==> config.mk <==
export PLATFORM = sky130hd
export DESIGN_NAME = ddr_guard_top
export DESIGN_NICKNAME = d
export VERILOG_FILES = /design/src/rtl/ddr_guard_pkg.sv /design/src/rtl/ddr_cmd_decode.sv /design/src/rtl/ddr_bank_slot.sv /design/src/rtl/ddr_guard_top.sv
export SDC_FILE = /design/constraint.sdc
export NUM_CORES = 1
export LEC_CHECK = 0
export BUFFER_PORTS_ARGS = -buffer_cell sky130_fd_sc_hd__buf_2
export CAP_MARGIN = 20
export CORE_MARGIN = 2
export CORE_UTILIZATION = 45
export CTS_CLUSTER_DIAMETER = 80
export DETAILED_ROUTE_END_ITERATION = 8
export PLACE_DENSITY_LB_ADDON = 0.25
export SKIP_CTS_REPAIR_TIMING = 1
export SYNTH_ARGS = -nofsm -noshare
export SYNTH_HDL_FRONTEND = slang
export SYNTH_SLANG_ARGS = --single-unit
==> constraint.sdc <==
create_clock -name clk_i -period 3.1 [get_ports clk_i]
set_input_delay 0.62 -clock clk_i [delete_from_list [all_inputs] [get_ports clk_i]]
set_output_delay 0.62 -clock clk_i [all_outputs]
set_load 0.05 [all_outputs]
==> src/rtl/ddr_guard_pkg.sv <==
package ddr_guard_pkg;
  typedef enum logic [3:0] {
    CMD_NOP = 4'd0, CMD_MRS = 4'd1, CMD_REF = 4'd2, CMD_ACT = 4'd3,
    CMD_RD  = 4'd4, CMD_WR  = 4'd5, CMD_BST = 4'd6, CMD_PRE = 4'd7,
    CMD_SRE = 4'd8, CMD_SRX = 4'd9
  } cmd_e;

  typedef enum logic [3:0] {
    V_NONE = 4'd0, V_SR = 4'd1, V_MRD = 4'd2, V_RFC = 4'd3,
    V_NOT_IDLE = 4'd4, V_BANK_IDLE = 4'd5, V_BANK_OPEN = 4'd6,
    V_RCD = 4'd7, V_RAS = 4'd8, V_RP = 4'd9, V_RC = 4'd10,
    V_RRD = 4'd11, V_WAP = 4'd12
  } viol_e;
endpackage

==> src/rtl/ddr_cmd_decode.sv <==
module ddr_cmd_decode
  import ddr_guard_pkg::*;
(
  input  logic cke_i,
  input  logic cke_q_i,
  input  logic in_sr_i,
  input  logic cs_ni,
  input  logic ras_ni,
  input  logic cas_ni,
  input  logic we_ni,
  output cmd_e cmd_o
);
  cmd_e base;

  always_comb begin
    base = CMD_NOP;
    if (!cs_ni) begin
      unique case ({ras_ni, cas_ni, we_ni})
        3'b000:  base = CMD_MRS;
        3'b001:  base = CMD_REF;
        3'b011:  base = CMD_ACT;
        3'b101:  base = CMD_RD;
        3'b100:  base = CMD_WR;
        3'b110:  base = CMD_BST;
        3'b010:  base = CMD_PRE;
        default: base = CMD_NOP;
      endcase
    end
    cmd_o = base;
    // refresh with falling clock enable enters self refresh
    if (!in_sr_i && cke_q_i && !cke_i && base == CMD_REF) cmd_o = CMD_SRE;
    if (in_sr_i && cke_i && base == CMD_NOP) cmd_o = CMD_SRX;
  end
endmodule

==> src/rtl/ddr_bank_slot.sv <==
module ddr_bank_slot #(
  parameter int TRCD = 2,
  parameter int TRP  = 2,
  parameter int TRAS = 6,
  parameter int TRC  = 8,
  parameter int CW   = 4
) (
  input  logic       clk_i,
  input  logic       rst_ni,
  input  logic       act_i,
  input  logic       col_i,
  input  logic       ap_i,
  input  logic       pre_i,
  input  logic [3:0] half_bl_i,
  output logic       open_o,
  output logic       rcd_busy_o,
  output logic       ras_busy_o,
  output logic       rp_busy_o,
  output logic       rc_busy_o
);
  logic [CW-1:0] rcd_q, ras_q, rp_q, rc_q;
  logic [3:0]    apc_q;
  logic          open_q;
  logic          ap_close;

  assign ap_close = (apc_q == 4'd1);

  always_ff @(posedge clk_i or negedge rst_ni) begin
    if (!rst_ni) begin
      open_q <= 1'b0;
      rcd_q  <= '0;
      ras_q  <= '0;
      rp_q   <= '0;
      rc_q   <= '0;
      apc_q  <= '0;
    end else begin
      rcd_q <= act_i ? CW'(TRCD - 1) : (rcd_q != 0 ? rcd_q - 1'b1 : rcd_q);
      ras_q <= act_i ? CW'(TRAS - 1) : (ras_q != 0 ? ras_q - 1'b1 : ras_q);
      rc_q  <= act_i ? CW'(TRC - 1)  : (rc_q  != 0 ? rc_q  - 1'b1 : rc_q);
      rp_q  <= ((pre_i && open_q) || ap_close) ? CW'(TRP - 1)
                                               : (rp_q != 0 ? rp_q - 1'b1 : rp_q);
      apc_q <= (col_i && ap_i) ? half_bl_i : (apc_q != 0 ? apc_q - 1'b1 : apc_q);
      if (act_i)                 open_q <= 1'b1;
      else if (pre_i || ap_close) open_q <= 1'b0;
    end
  end

  assign open_o     = open_q;
  assign rcd_busy_o = (rcd_q != 0);
  assign ras_busy_o = (ras_q != 0);
  assign rp_busy_o  = (rp_q  != 0);
  assign rc_busy_o  = (rc_q  != 0);
endmodule

==> src/rtl/ddr_guard_top.sv <==
module ddr_guard_top
  import ddr_guard_pkg::*;
#(
  parameter int NUM_BANKS = 4,
  parameter int TRCD = 2,
  parameter int TRP  = 2,
  parameter int TRAS = 6,
  parameter int TRC  = 8,
  parameter int TRRD = 2,
  parameter int TRFC = 10,
  parameter int TMRD = 2
) (
  input  logic       clk_i,
  input  logic       rst_ni,
  input  logic       cke_i,
  input  logic       cs_ni,
  input  logic       ras_ni,
  input  logic       cas_ni,
  input  logic       we_ni,
  input  logic [1:0] ba_i,
  input  logic       a10_i,
  input  logic [1:0] bl_sel_i,
  output logic       viol_o,
  output logic [3:0] viol_code_o,
  output logic [3:0] cmd_o,
  output logic [1:0] bank_o
);
  localparam int M1   = (TRCD > TRP) ? TRCD : TRP;
  localparam int M2   = (TRAS > TRC) ? TRAS : TRC;
  localparam int M3   = (TRFC > TRRD) ? TRFC : TRRD;
  localparam int M4   = (M1 > M2) ? M1 : M2;
  localparam int M5   = (M3 > TMRD) ? M3 : TMRD;
  localparam int TMAX = (M4 > M5) ? M4 : M5;
  localparam int CW   = $clog2(TMAX + 1);

  cmd_e          cmd;
  viol_e         vcode;
  logic          ok, cke_q, sr_q, pre_all_go, is_nop;
  logic [CW-1:0] mrd_q, rfc_q, rrd_q;
  logic [3:0]    wap_q, half_bl;
  logic [NUM_BANKS-1:0] open_v, rcd_b, ras_b, rp_b, rc_b;
  logic [NUM_BANKS-1:0] act_go, col_go, pre_go;

  ddr_cmd_decode u_dec (
    .cke_i   (cke_i),
    .cke_q_i (cke_q),
    .in_sr_i (sr_q),
    .cs_ni   (cs_ni),
    .ras_ni  (ras_ni),
    .cas_ni  (cas_ni),
    .we_ni   (we_ni),
    .cmd_o   (cmd)
  );

  always_comb begin
    unique case (bl_sel_i)
      2'b10:   half_bl = 4'd2;
      2'b11:   half_bl = 4'd4;
      default: half_bl = 4'd1;
    endcase
  end

  assign is_nop = (cmd == CMD_NOP) || (cmd == CMD_SRX);

  always_comb begin
    vcode = V_NONE;
    if (sr_q && !is_nop)           vcode = V_SR;
    else if (mrd_q != 0 && !is_nop) vcode = V_MRD;
    else if (rfc_q != 0 && !is_nop) vcode = V_RFC;
    else begin
      unique case (cmd)
        CMD_MRS, CMD_REF, CMD_SRE:
          if (|open_v) vcode = V_NOT_IDLE;
        CMD_RD, CMD_WR:
          if (wap_q != 0)          vcode = V_WAP;
          else if (!open_v[ba_i])  vcode = V_BANK_IDLE;
          else if (rcd_b[ba_i])    vcode = V_RCD;
        CMD_ACT:
          if (open_v[ba_i])        vcode = V_BANK_OPEN;
          else if (rp_b[ba_i])     vcode = V_RP;
          else if (rc_b[ba_i])     vcode = V_RC;
          else if (rrd_q != 0)     vcode = V_RRD;
        CMD_PRE:
          if (a10_i ? |(open_v & ras_b) : (open_v[ba_i] && ras_b[ba_i]))
            vcode = V_RAS;
        default: vcode = V_NONE;
      endcase
    end
  end

  assign ok         = (vcode == V_NONE);
  assign pre_all_go = ok && (cmd == CMD_PRE) && a10_i;

  for (genvar b = 0; b < NUM_BANKS; b++) begin : g_bank
    logic hit;
    assign hit       = (ba_i == 2'(b));
    assign act_go[b] = ok && (cmd == CMD_ACT) && hit;
    assign col_go[b] = ok && (cmd == CMD_RD || cmd == CMD_WR) && hit;
    assign pre_go[b] = ok && (cmd == CMD_PRE) && (a10_i || hit);

    ddr_bank_slot #(
      .TRCD (TRCD), .TRP (TRP), .TRAS (TRAS), .TRC (TRC), .CW (CW)
    ) u_slot (
      .clk_i      (clk_i),
      .rst_ni     (rst_ni),
      .act_i      (act_go[b]),
      .col_i      (col_go[b]),
      .ap_i       (a10_i),
      .pre_i      (pre_go[b]),
      .half_bl_i  (half_bl),
      .open_o     (open_v[b]),
      .rcd_busy_o (rcd_b[b]),
      .ras_busy_o (ras_b[b]),
      .rp_busy_o  (rp_b[b]),
      .rc_busy_o  (rc_b[b])
    );
  end

  always_ff @(posedge clk_i or negedge rst_ni) begin
    if (!rst_ni) begin
      cke_q       <= 1'b1;
      sr_q        <= 1'b0;
      mrd_q       <= '0;
      rfc_q       <= '0;
      rrd_q       <= '0;
      wap_q       <= '0;
      viol_o      <= 1'b0;
      viol_code_o <= '0;
      cmd_o       <= '0;
      bank_o      <= '0;
    end else begin
      cke_q <= cke_i;
      mrd_q <= (ok && cmd == CMD_MRS) ? CW'(TMRD - 1) : (mrd_q != 0 ? mrd_q - 1'b1 : mrd_q);
      rfc_q <= (ok && cmd == CMD_REF) ? CW'(TRFC - 1) : (rfc_q != 0 ? rfc_q - 1'b1 : rfc_q);
      rrd_q <= (ok && cmd == CMD_ACT) ? CW'(TRRD - 1) : (rrd_q != 0 ? rrd_q - 1'b1 : rrd_q);
      wap_q <= (ok && cmd == CMD_WR && a10_i) ? half_bl - 4'd1
                                              : (wap_q != 0 ? wap_q - 1'b1 : wap_q);
      if (ok && cmd == CMD_SRE)      sr_q <= 1'b1;
      else if (cmd == CMD_SRX)       sr_q <= 1'b0;
      viol_o      <= !ok;
      viol_code_o <= vcode;
      cmd_o       <= cmd;
      bank_o      <= ba_i;
    end
  end
endmodule

Word level (Yosys, flattened, before mapping)
Index checks and enable logic that the tools add are counted.
{"block": "word_totals", "romBits": 0, "in_bits": 12, "latchBits": 0, "elab_cells": 289, "out_inout_bits": 11, "memories": 0, "reg_bits": 113, "ram_bits": 0}
{"block": "classes", "n_eq_ne": 24, "div": 0, "reduce_logical": 117, "shifts": 0, "bitwise": 1, "muxes": 87, "add_sub_neg": 25, "n_mul": 0, "n_lt_le_gt_ge": 1}
{"cell": "4-bit two-way mux", "n": 60}
{"cell": "4-bit by 1-bit subtractor with 4-bit output, second input constant", "n": 25}
{"cell": "4-bit nonzero test", "n": 24}
{"cell": "2-bit nonzero test", "n": 29}
{"cell": "1-bit logical AND", "n": 37}
{"cell": "3-bit one-hot mux with 7 select lines", "n": 1}
{"cell": "4-bit by 1-bit == test with 1-bit output, second input constant", "n": 5}
{"cell": "1-bit two-way mux", "n": 16}
{"cell": "4-bit one-hot mux with 4 select lines", "n": 1}
{"cell": "1-bit logical OR", "n": 14}
{"cell": "4-bit by 2-bit == test with 1-bit output, second input constant", "n": 3}
{"cell": "4-bit by 3-bit == test with 1-bit output, second input constant", "n": 3}
{"cell": "4-bit zero test", "n": 3}
{"cell": "1-bit binary-select mux with 2-bit select", "n": 5}
{"cell": "3-bit == test, second input constant", "n": 3}
{"cell": "3-bit two-way mux", "n": 3}
{"cell": "2-bit == test, second input constant", "n": 4}
{"cell": "4-bit == test, second input constant", "n": 2}
{"cell": "4-bit OR reduction", "n": 2}
{"cell": "3-bit by 2-bit == test with 1-bit output, second input constant", "n": 2}
{"cell": "3-bit one-hot mux with 2 select lines", "n": 1}
{"cell": "4-bit AND", "n": 1}
{"cell": "1-bit zero test", "n": 4}
{"cell": "3-bit by 1-bit == test with 1-bit output, second input constant", "n": 1}
{"cell": "other kinds (6)", "n": 6}

Logic depth before layout (Yosys ltp)
Gate-level depths: netlist (run 1).
{"block": "depth", "ltp_word": 20, "depth_mapped": 14, "mapped_depth_nobuf": 12}

Hierarchy
Synthesis (run 1) repeated with hierarchy kept, for this count alone.
{"block": "hier_totals", "cells_unflattened": 671, "area_unflattened_um2": 6571.3}
{"mod": "ddr_bank_slot", "n_inst": 4, "cells_per_inst": 116, "area_per_inst_um2": 1167.4}
{"mod": "ddr_guard_top", "n_inst": 1, "cells_per_inst": 193, "area_per_inst_um2": 1815.5}
{"mod": "ddr_cmd_decode", "n_inst": 1, "cells_per_inst": 14, "area_per_inst_um2": 86.3}

Worst setup path before layout (run 1)
Ideal clock, no wire load.
{"block": "synth_path", "path_type": "input -> register", "startpoint": "input port ba_i[0]", "endpoint": "register wap_q[2]", "required_ns": 2.975, "setup_slack_ns": 0.198, "cell_stages": 10, "arrival_ns": 2.778, "cell_sequence": "buf_2 -> mux4_2 -> and2_1 -> o31ai_2 -> and3_1 -> clkbuf_1 -> a31oi_1 -> ha_1 -> a311oi_1 -> nor2_1"}
{"block": "synth_between", "elab_chain_len": 13, "word_cells_on_any_way": 28, "classes_between": "23 x mux; 5 x reduce/logical"}
{"element": "from (decl)", "line": "ddr_guard_top.sv:20", "text": "input logic [1:0] ba_i,"}
{"element": "1-bit binary-select mux with 2-bit select, on equally long branches"}
{"element": "1-bit two-way mux, on equally long branches"}
{"element": "4-bit two-way mux (tied with other cells)", "line": "ddr_guard_top.sv:81", "text": "else if (rc_b[ba_i]) vcode = V_RC;"}
{"element": "4-bit two-way mux (tied with other cells)", "line": "ddr_guard_top.sv:80", "text": "else if (rp_b[ba_i]) vcode = V_RP;"}
{"element": "4-bit two-way mux, on equally long branches", "line": "ddr_guard_top.sv:79, ddr_guard_top.sv:75, ddr_guard_top.sv:84"}
{"element": "4-bit one-hot mux with 4 select lines (*)", "line": "ddr_guard_top.sv:71", "text": "unique case (cmd)"}
{"element": "4-bit two-way mux (*)", "line": "ddr_guard_top.sv:69", "text": "else if (rfc_q != 0 && !is_nop) vcode = V_RFC;"}
{"element": "4-bit two-way mux (*)", "line": "ddr_guard_top.sv:68", "text": "else if (mrd_q != 0 && !is_nop) vcode = V_MRD;"}
{"element": "4-bit two-way mux (*)", "line": "ddr_guard_top.sv:67", "text": "if (sr_q && !is_nop) vcode = V_SR;"}
{"element": "4-bit zero test (*)", "line": "ddr_guard_top.sv:91", "text": "assign ok = (vcode == V_NONE);"}
{"element": "1-bit logical AND (*) (2 in series)", "line": "ddr_guard_top.sv:136", "text": "wap_q <= (ok && cmd == CMD_WR && a10_i) ? half_bl - 4'd1"}
{"element": "4-bit two-way mux or 2-bit nonzero test (tied branches)"}
{"element": "to (signal assigned)", "line": "ddr_guard_top.sv:136"}
{"element": "to (decl)", "line": "ddr_guard_top.sv:40", "text": "logic [3:0] wap_q, half_bl;"}
Every way passes the cells marked *; elsewhere a longest branch is shown, timed or not. The select of a mux whose other input is x is not followed.
A chain may end at the register's enable or synchronous reset.

Worst setup path in the final report (run 1)
{"block": "layout_path", "startpoint": "register g_bank[3].u_slot.rc_q[0]", "endpoint": "register g_bank[1].u_slot.ras_q[1]"}
{"block": "layout_between", "elab_chain_len": 14, "word_cells_on_any_way": 15, "classes_between": "10 x mux; 5 x reduce/logical"}
{"element": "from (decl)", "line": "ddr_bank_slot.sv:21", "text": "logic [CW-1:0] rcd_q, ras_q, rp_q, rc_q;"}
{"element": "from (signal assigned)", "line": "ddr_bank_slot.sv:39", "text": "rc_q <= act_i ? CW'(TRC - 1) : (rc_q != 0 ? rc_q - 1'b1 : rc_q);"}
{"element": "4-bit nonzero test (*)", "line": "ddr_bank_slot.sv:52", "text": "assign rc_busy_o = (rc_q != 0);"}
{"element": "1-bit binary-select mux with 2-bit select (*)", "line": "ddr_guard_top.sv:81"}
{"element": "1-bit two-way mux (implied by the code) (*)", "line": "ddr_guard_top.sv:81"}
{"element": "4-bit two-way mux (*)", "line": "ddr_guard_top.sv:81"}
{"element": "4-bit two-way mux (*)", "line": "ddr_guard_top.sv:80"}
{"element": "4-bit two-way mux (*)", "line": "ddr_guard_top.sv:79", "text": "if (open_v[ba_i]) vcode = V_BANK_OPEN;"}
{"element": "4-bit one-hot mux with 4 select lines (*)", "line": "ddr_guard_top.sv:71"}
{"element": "4-bit two-way mux (*)", "line": "ddr_guard_top.sv:69"}
{"element": "4-bit two-way mux (*)", "line": "ddr_guard_top.sv:68"}
{"element": "4-bit two-way mux (*)", "line": "ddr_guard_top.sv:67"}
{"element": "4-bit zero test (*)", "line": "ddr_guard_top.sv:91"}
{"element": "1-bit logical AND (*) (2 in series)", "line": "ddr_guard_top.sv:97", "text": "assign act_go[b] = ok && (cmd == CMD_ACT) && hit;"}
{"element": "4-bit two-way mux or 2-bit nonzero test (tied branches)"}
{"element": "to (signal assigned)", "line": "ddr_bank_slot.sv:38", "text": "ras_q <= act_i ? CW'(TRAS - 1) : (ras_q != 0 ? ras_q - 1'b1 : ras_q);"}
{"element": "to (decl)", "line": "ddr_bank_slot.sv:21"}
Marked as above.

==> results of run 1 <==
==> per-stage QoR <==
stage	setup TNS, ps	std cells
after floorplan	0	651
after CTS	0	885
after global placement	0	853
after global routing	-96.0	885
final	0	885
after detailed placement	0	853
==> cell families after synthesis <==
family | synth area share [%]
and+or+nand+nor | 23.7
DFF | 45.0
adders and majority gates | 7.37
AOI/OAI and AO/OA | 11.0
muxes | 4.24
xor gates and xnor gates | 3.77
buffers and inverters | 4.86
==> layout make-up <==
cell class	count	area, sq um	area share (%)
clock buffers	21	450	6.22
clock inverters	11	90.1	1.24
inverters	58	218	3.01
multi-input cells	460	3160	43.6
flip-flops and latches	113	2830	39.1
well taps	180	225	3.11
repair buffers	42	275	3.80
==> flip-flops by register name (all words and copies together), names as in the netlist, 16 cells and up <==
name	cells
g_bank.u_slot.apc_q	16
g_bank.u_slot.ras_q	16
g_bank.u_slot.rc_q	16
g_bank.u_slot.rcd_q	16
g_bank.u_slot.rp_q	16
==> worst max-delay path, stage by stage, from the launching register on <==
cell and delay [ps]:
dfrtp_1 330, inv_1 80, ha_1 230, nor3b_1 190, mux4_2 530, and3_1 180, o41ai_2 460, nand4_2 190
buf_4 200, nor2_1 300, a211oi_1 100
==> how the worst max path moves through the flow <==
stage / from / endpoint / slack (ps) / cells after the start
finish: g_bank[3].u_slot.rc_q[0] / g_bank[1].u_slot.ras_q[1] / 160 / 10
global route: mrd_q[0] / g_bank[3].u_slot.rp_q[3] / -60 / 9
CTS: g_bank[0].u_slot.rc_q[0] / g_bank[0].u_slot.rcd_q[1] / 160 / 10
detailed placement: g_bank[0].u_slot.rc_q[0] / g_bank[0].u_slot.rcd_q[1] / 170 / 10
global placement: g_bank[1].u_slot.rcd_q[0] / wap_q[2] / 220 / 12
floorplan: ba_i[0] / wap_q[2] / 200 / 10
==> cell usage after synthesis, types with 12 or more instances <==
library cell | instances | area (sq um)
a21o_1 | 12 | 90.1
a21oi_1 | 28 | 140
and3_1 | 16 | 100
clkbuf_1 | 15 | 56.3
dfrtp_1 | 112 | 2800
ha_1 | 37 | 463
inv_1 | 58 | 218
mux2i_1 | 12 | 120
nand2_1 | 58 | 218
nand2b_1 | 18 | 113
nand3_1 | 28 | 140
nor2_1 | 49 | 184
nor3_1 | 25 | 125
nor3b_1 | 14 | 105
o21ai_0 | 17 | 85.1
or3_1 | 18 | 113
xnor2_1 | 23 | 201
==> power breakdown <==
group          total [mW]  internal, mW  switching [mW]
clock network        1.78          1.11           0.669
logic                3.07          1.47            1.60
registers            2.63          2.15           0.480
==> routing by layer <==
metal	GRT usage, %	vias to the layer above
li1	-	2356
met1	24.6	2312
met2	29.7	66
met3	5.57	14
met4	5.60	0
met5	0	-
==> run_results.csv, run 1 <==
group,metric,value,unit
outcome,outcome,"finished clean",
clock_tree,cts.htree.levels,4,
global_routing,grt_max_degree,62,
placed_design,hpwl,9.29,mm
timing,skew,6.02,ps
cells_and_area,layout.nets,741,
critical_path,required,3380,ps
cells_and_area,drive_above_1_share,15.6,%
yosys,synth-seq-area-share,45.0,%
timing,min_period_over_period,94.7,%
critical_path,r2r_setup_slack,160,ps
detailed_routing,postRouteWirelength,12.8,mm
cells_and_area,post-route-cell-area,7240,sq um
detailed_routing,drc_errors,0,
global_routing,antenna_found_initial,0,
timing,period_needed,2940,ps
critical_path,crit-reg2reg-launch,"g_bank[3].u_slot.rc_q[0]",
critical_path,start_kind,"flip-flop",
cells_and_area,antenna_cells,0,
global_routing,grt_overflow_total,0,
timing,rsz0062_at_grt,"yes",
detailed_routing,vias_per_cell,5.36,
critical_path,worstPathMaxFanout,5,
cells_and_area,final_common_cell,"dfrtp_1",
timing,fmax,341,MHz
yosys,synthDistinctLibCells,62,
yosys,yosys_most_used_dff,"dfrtp_1",
critical_path,rr_worst_depth,10,
yosys,syn-instance-count,651,
worst_hold_path,hold_path.class,"in -> async",
die,core-area,13800,sq um
die,ios,23,
die,dieHeight,122,um
placed_design,place.gp.congestion,0.887,
clock_tree,clkTransAtPathRegs,50,ps
detailed_routing,routedWlPerCell,14.4,um
global_routing,grt_usage,18.7,%
yosys,synth_area,6280,sq um
detailed_routing,dr.pass1.iters,5,
yosys,yosysWarnings,0,
pwr,p_leak,3.44,nW
timing,finalSetupViolCount,0,
cells_and_area,syn_to_final_growth,15.4,%
critical_path,critical_path_class,"reg -> reg",
timing,finalMaxSlewViolations,0,
pwr,power,7.48,mW
die,die_area,14900,sq um
detailed_routing,wl_met1,6.10,mm
placed_design,pre_cts_slack,172,ps
die,rows,43,
detailed_routing,route.met3.wl,472,um
die,start_util,45.6,%
cells_and_area,final_cell_mix,"dfrtp_1, inv_1, nand2_1",
clock_tree,clock_latency,410,ps
clock_tree,numCtsBuffers,17,
timing,worstMarginPinSlew,844,ps
timing,fin_ws,164,ps
cells_and_area,fin_util,52.6,%
detailed_routing,final_antenna_net_count,0,
clock_tree,clk_path_buf_depth,2,
clock_tree,cts_sinks,113,
detailed_routing,dr_wl_met2,6.03,mm
pwr,pwr_density_cell,1030,nW/um^2
detailed_routing,vias,4748,
pwr,ir_drop,0.000462,V
placed_design,dpl_cell_area,6690,sq um
clock_tree,cts_tree,"yes",
die,die-width,122,um
yosys,synth_nets,700,
detailed_routing,highest_layer,"met4",
global_routing,grt_pass1_vias,4566,
yosys,synth_seq_cells,113,
yosys,ys_async_sr_fraction,100,%
timing,finalHoldViolCount,0,
timing,hold-worst-slack,101,ps
clock_tree,root_buffer,"clkbuf_16",
yosys,avgSynthCellArea,9.65,sq um
yosys,synth_edf_count,0,
timing,slew_headroom,42.9,%
critical_path,cp-end-kind,"flip-flop",
global_routing,grt_pass1_wl,21.8,mm
detailed_routing,drt_iter0_drc,260,
flow_run,maxCapViolCount,0,
placed_design,port_buffers,22,
critical_path,r2r_end,"g_bank[1].u_slot.ras_q[1]",
critical_path,worstPathArrival,3210,ps
cells_and_area,final.fill_count,1238,
(Power assumes the default switching activity.)
==> run 2, diff against run 1 <==
CAP_MARGIN = unset   (was 20)
PLACE_DENSITY_LB_ADDON = 0.15   (was 0.25)
==> run 2 against run 1 <==
Wire length rose by 1.9%. Count of clock-buffer cells in the layout is 3 higher. Non-clock buffer count rose by 1. First-iteration DRC count down 8.8%. Clock power increased by 3%. Register-to-register slack about the same. Sequential cell count stayed put. Maximum frequency rose by 0.16%. Worst setup slack better by 4.6 ps. Core utilization rose by 0.26 points. Worst hold slack improved by 140 ps. Via count is 0.59% lower. Critical path type unchanged.
==> run_results.csv, run 2 (synthesized netlist as in run 1, its figures left out) <==
group,metric,value,unit
outcome,outcome,"finished clean",
clock_tree,cts.htree.levels,4,
timing,finalHoldViolCount,0,
critical_path,cp_common_cell,"buf_4",
pwr,comb_power_share,40.7,%
clock_tree,clkTransAtPathRegs,50,ps
timing,fmax,341,MHz
critical_path,cp-end-kind,"flip-flop",
die,dieHeight,122,um
timing,skew,8.38,ps
detailed_routing,dr.pass1.iters,4,
cells_and_area,antenna_cells,0,
global_routing,grt_pass1_wl,22.4,mm
cells_and_area,multi_input_area,3170,sq um
timing,min_period_over_period,94.6,%
flow_run,maxCapViolCount,0,
pwr,p_int,4.82,mW
pwr,switching_share,36.0,%
cells_and_area,syn_to_final_growth,15.9,%
critical_path,crit_slowest_cell,"mux4_2",
cells_and_area,drive_above_1_share,15.9,%
cells_and_area,layout.nets,742,
timing,rsz0062_at_grt,"no",
clock_tree,root_buffer,"clkbuf_16",
detailed_routing,postRouteWirelength,13.0,mm
placed_design,placed_cells,854,
pwr,p_leak,3.47,nW
pwr,ir_drop,0.000705,V
pwr,pwr_density_cell,1030,nW/um^2
clock_tree,cts_sinks,113,
timing,hold-worst-slack,238,ps
placed_design,hpwl,9.58,mm
critical_path,path_cells,"inv_1 > ha_1 > nor3b_1 > buf_4 > mux4_2 > and3_1 > o41ai_4 > nand4_2 > buf_4 > nor2_1 > a211oi_1",
global_routing,grt_usage,19.3,%
detailed_routing,vias,4720,
pwr,clkPwrFrac,24.3,%
die,die-width,122,um
die,core-area,13800,sq um
global_routing,grt_overflow_total,0,
pwr,p_sw,2.71,mW
die,start_util,45.6,%
timing,finalMaxSlewViolations,0,
die,ios,23,
die,rows,43,
pwr,seqPwrFrac,35.0,%
critical_path,worstPathMaxFanout,9,
cells_and_area,final_cell_mix,"dfrtp_1, inv_1, nand2_1",
global_routing,grt_max_degree,51,
die,die_area,14900,sq um
critical_path,critPathTopFamily,"simple AND/OR/NAND/NOR gates",
cells_and_area,final.fill_count,1287,
timing,slew_headroom,37.4,%
cells_and_area,seq_area,2830,sq um
critical_path,start_kind,"flip-flop",
detailed_routing,final_antenna_net_count,0,
critical_path,critical_path_class,"reg -> reg",
placed_design,port_buffers,22,
detailed_routing,routedWlPerCell,14.7,um
timing,worstMarginPinSlew,926,ps
timing,period_needed,2930,ps
placed_design,place.gp.congestion,0.895,
clock_tree,numCtsBuffers,17,
critical_path,critPathBufInv,3,
clock_tree,clock_latency,410,ps
global_routing,grt_pass1_vias,4796,
critical_path,cpPeakStageDelay,490,ps
critical_path,worstPathArrival,3200,ps
worst_hold_path,hold_path.class,"in -> async",
clock_tree,cts_tree,"yes",
timing,finalSetupViolCount,0,
critical_path,required,3370,ps
global_routing,antenna_found_initial,0,
detailed_routing,drc_errors,0,
detailed_routing,drt_iter0_drc,237,
cells_and_area,finalNonFillerCells,884,
clock_tree,clk_path_buf_depth,2,
timing,setup_tns,0,ps
detailed_routing,vias_per_cell,5.34,
cells_and_area,final_common_cell,"dfrtp_1",
[run 2: changes by cell type in the layout (fill, tap and decap cells not counted), sizes merged]
cell,delta
clkinv,-1
buf,+1
clkbuf,+3
clkinvlp,-4
[run 2: routing by layer]
metal  track usage, %  vias to the layer above  part of all wire [%]
li1                 -                     2339                     -
met1             25.2                     2300                    46
met2             31.2                       67                    49
met3             4.92                       14                   4.0
met4             7.04                        0                   1.3
met5                0                        -                     0
[run 2: metrics by stage]
stage                     instance area (sq um)  utilization (%)  power [mW]  setup slack, ps
after floorplan                            6280                -        4.98              198
after global placement                     6700             48.6        5.56              194
after detailed placement                   6700             48.6        5.72              134
after CTS                                  7260             52.7        7.60             91.0
after global routing                       7280             52.9        8.25             5.45
final                                      7280             52.9        7.53              169
[run 2: area by class of cell]
class / count / share of cell area (%)
multi-input cells: 460 / 43.5
flip-flops and latches: 113 / 38.9
clock buffers: 24 / 6.89
repair buffers: 43 / 3.88
well taps: 180 / 3.09
inverters: 58 / 2.99
clock inverters: 6 / 0.756
[run 2: power groups by stage]
stage                     Sequential, mW  Clock (mW)  Combinational, mW
final                               2.64        1.83               3.06
after global routing                2.74        1.94               3.57
after CTS                           2.63        1.87               3.10
after detailed placement            2.65           0               3.07
after global placement              2.62           0               2.94
after floorplan                     2.57           0               2.41
[run 2: path summary, 6_finish.rpt]
check	start	endpoint	slack (ps)	cells past startpoint
max	g_bank[1].u_slot.rc_q[0]	g_bank[1].u_slot.ras_q[1]	170	11
min	rst_ni	g_bank[1].u_slot.rc_q[3]	240	1
max reg2reg	g_bank[1].u_slot.rc_q[0]	g_bank[1].u_slot.ras_q[1]	170	11
min reg2reg	rrd_q[1]	rrd_q[1]	520	1
max in group asynchronous	rst_ni	g_bank[1].u_slot.rp_q[2]	2170	2
min in group clk_i	cke_i	cke_q	360	1
==> run 3, diff against run 2 <==
PLACE_DENSITY_LB_ADDON = unset   (was 0.15)
==> run 3 against run 2 <==
Global-route usage is 0.19 points lower. Cell count up 0.34%. Worst hold slack worse by 28 ps. Combinational power is essentially flat. Clock skew grew 0.59 ps. Clock power is 9% higher. Maximum frequency down 0.16%. Power up 2.0%. Final area grew 0.93%. Sequential power about the same. Worst setup slack got worse by 4.6 ps. Critical path type unchanged. Largest cell class unchanged. Largest power group unchanged.
==> run_results.csv, run 3 (synthesized netlist as in run 1, its figures left out) <==
group,metric,value,unit
outcome,outcome,"finished clean",
placed_design,placed_cells,855,
clock_tree,cts_sinks,113,
detailed_routing,vias_per_cell,5.36,
detailed_routing,vias,4753,
die,rows,43,
critical_path,cpPeakStageDelay,540,ps
detailed_routing,dr.pass1.iters,5,
cells_and_area,syn_to_final_growth,17.0,%
placed_design,place.gp.congestion,0.897,
clock_tree,clock_latency,420,ps
cells_and_area,final_common_cell,"dfrtp_1",
cells_and_area,finalNonFillerCells,887,
pwr,pwr_density_cell,1040,nW/um^2
pwr,power,7.68,mW
die,die-width,122,um
global_routing,grt_usage,19.1,%
timing,slew_headroom,41.4,%
pwr,ir_drop,0.000500,V
detailed_routing,routedWlPerCell,14.5,um
timing,finalHoldViolCount,0,
die,core-area,13800,sq um
cells_and_area,fin_util,53.4,%
critical_path,cp-end-kind,"flip-flop",
cells_and_area,layout.nets,743,
timing,skew,8.97,ps
cells_and_area,antenna_cells,0,
global_routing,grt_max_degree,46,
timing,fmax,341,MHz
critical_path,critPathBufInv,1,
worst_hold_path,hold_path.class,"in -> async",
placed_design,hpwl,9.39,mm
timing,finalSetupViolCount,0,
die,start_util,45.6,%
placed_design,port_buffers,22,
global_routing,grt_pass1_vias,4666,
cells_and_area,post-route-cell-area,7350,sq um
critical_path,critPathTopFamily,"simple AND/OR/NAND/NOR gates",
critical_path,worstPathArrival,3280,ps
global_routing,grt_pass1_wl,22.1,mm
detailed_routing,final_antenna_net_count,0,
critical_path,critical_path_class,"reg -> reg",
detailed_routing,drt_iter0_drc,222,
die,die_area,14900,sq um
timing,rsz0062_at_grt,"no",
clock_tree,clk_path_buf_depth,2,
timing,finalMaxSlewViolations,0,
detailed_routing,postRouteWirelength,12.9,mm
flow_run,maxCapViolCount,0,
cells_and_area,final_cell_mix,"dfrtp_1, inv_1, nand2_1",
critical_path,required,3450,ps
clock_tree,root_buffer,"clkbuf_16",
critical_path,crit_slowest_cell,"or3_1",
cells_and_area,drive_above_1_share,16.5,%
die,dieHeight,122,um
critical_path,start_kind,"flip-flop",
timing,period_needed,2940,ps
placed_design,dpl_cell_area,6710,sq um
global_routing,grt_overflow_total,0,
timing,setup_tns,0,ps
critical_path,path_cells,"inv_1 > ha_1 > nor3b_1 > mux4_2 > and3_1 > o41ai_4 > nand4_2 > or3_1 > nand3_2",
pwr,p_leak,3.49,nW
global_routing,antenna_found_initial,0,
clock_tree,clkTransAtPathRegs,50,ps
die,ios,23,
clock_tree,numCtsBuffers,17,
critical_path,worstPathMaxFanout,7,
clock_tree,cts.htree.levels,4,
clock_tree,cts_tree,"yes",
detailed_routing,drc_errors,0,
timing,worstMarginPinSlew,866,ps
timing,min_period_over_period,94.7,%
run 3: cell types whose count changed in the layout (fill, tap and decap cells not counted):
| cell | delta |
|---|---|
| clkinv_2 | -1 |
| nor3b_1 | -2 |
| bufinv_16 | +2 |
| buf_4 | +1 |
| clkinvlp_4 | +3 |
| clkbuf_8 | -2 |
| nor3b_2 | +2 |
run 3: final timing paths:
| path | cells past startpoint | endpoint | from | slack [ps] |
|---|---|---|---|---|
| max | 9 | g_bank[0].u_slot.rc_q[2] | g_bank[3].u_slot.rc_q[0] | 160 |
| min | 1 | g_bank[3].u_slot.rc_q[0] | rst_ni | 210 |
| max reg2reg | 9 | g_bank[0].u_slot.rc_q[2] | g_bank[3].u_slot.rc_q[0] | 160 |
| min reg2reg | 1 | rrd_q[3] | rrd_q[3] | 530 |
| max in group asynchronous | 2 | g_bank[3].u_slot.apc_q[0] | rst_ni | 2090 |
| min in group clk_i | 1 | cke_q | cke_i | 360 |
run 3: metal layers:
layer / part of all wire [%] / GRT usage, % / vias up / wire (um)
met2: 48 / 30.6 / 67 / 6210
li1: - / - / 2348 / -
met5: 0 / 0 / - / 0
met4: 1.6 / 7.33 / 0 / 206
met1: 46 / 25.2 / 2320 / 5980
met3: 3.6 / 4.78 / 18 / 463
run 3: worst reg2reg max path, cell delays in order (launching register included):
cell	delay (ps)
dfrtp_1	340
inv_1	80
ha_1	240
nor3b_1	190
mux4_2	530
and3_1	200
o41ai_4	420
nand4_2	190
or3_1	540
nand3_2	130
run 3: power breakdown:
part,switching (mW),internal (mW),total (mW)
Sequential,0.477,2.15,2.63
Combinational,1.59,1.47,3.06
Clock,0.672,1.32,1.99
run 3: area by class of cell:
class | instances | area, sq um
well taps | 180 | 225
repair buffers | 44 | 290
multi-input cells | 460 | 3180
inverters | 58 | 218
clock buffers | 22 | 474
fillers | 1279 | 6420
flip-flops and latches | 113 | 2830
clock inverters | 10 | 133
run 3: metrics by stage:
step,worst slack (ps),hold WS [ps]
floorplan,198,324
global placement,218,502
detailed placement,150,515
CTS,128,232
global route,0.951,254
finish,164,210
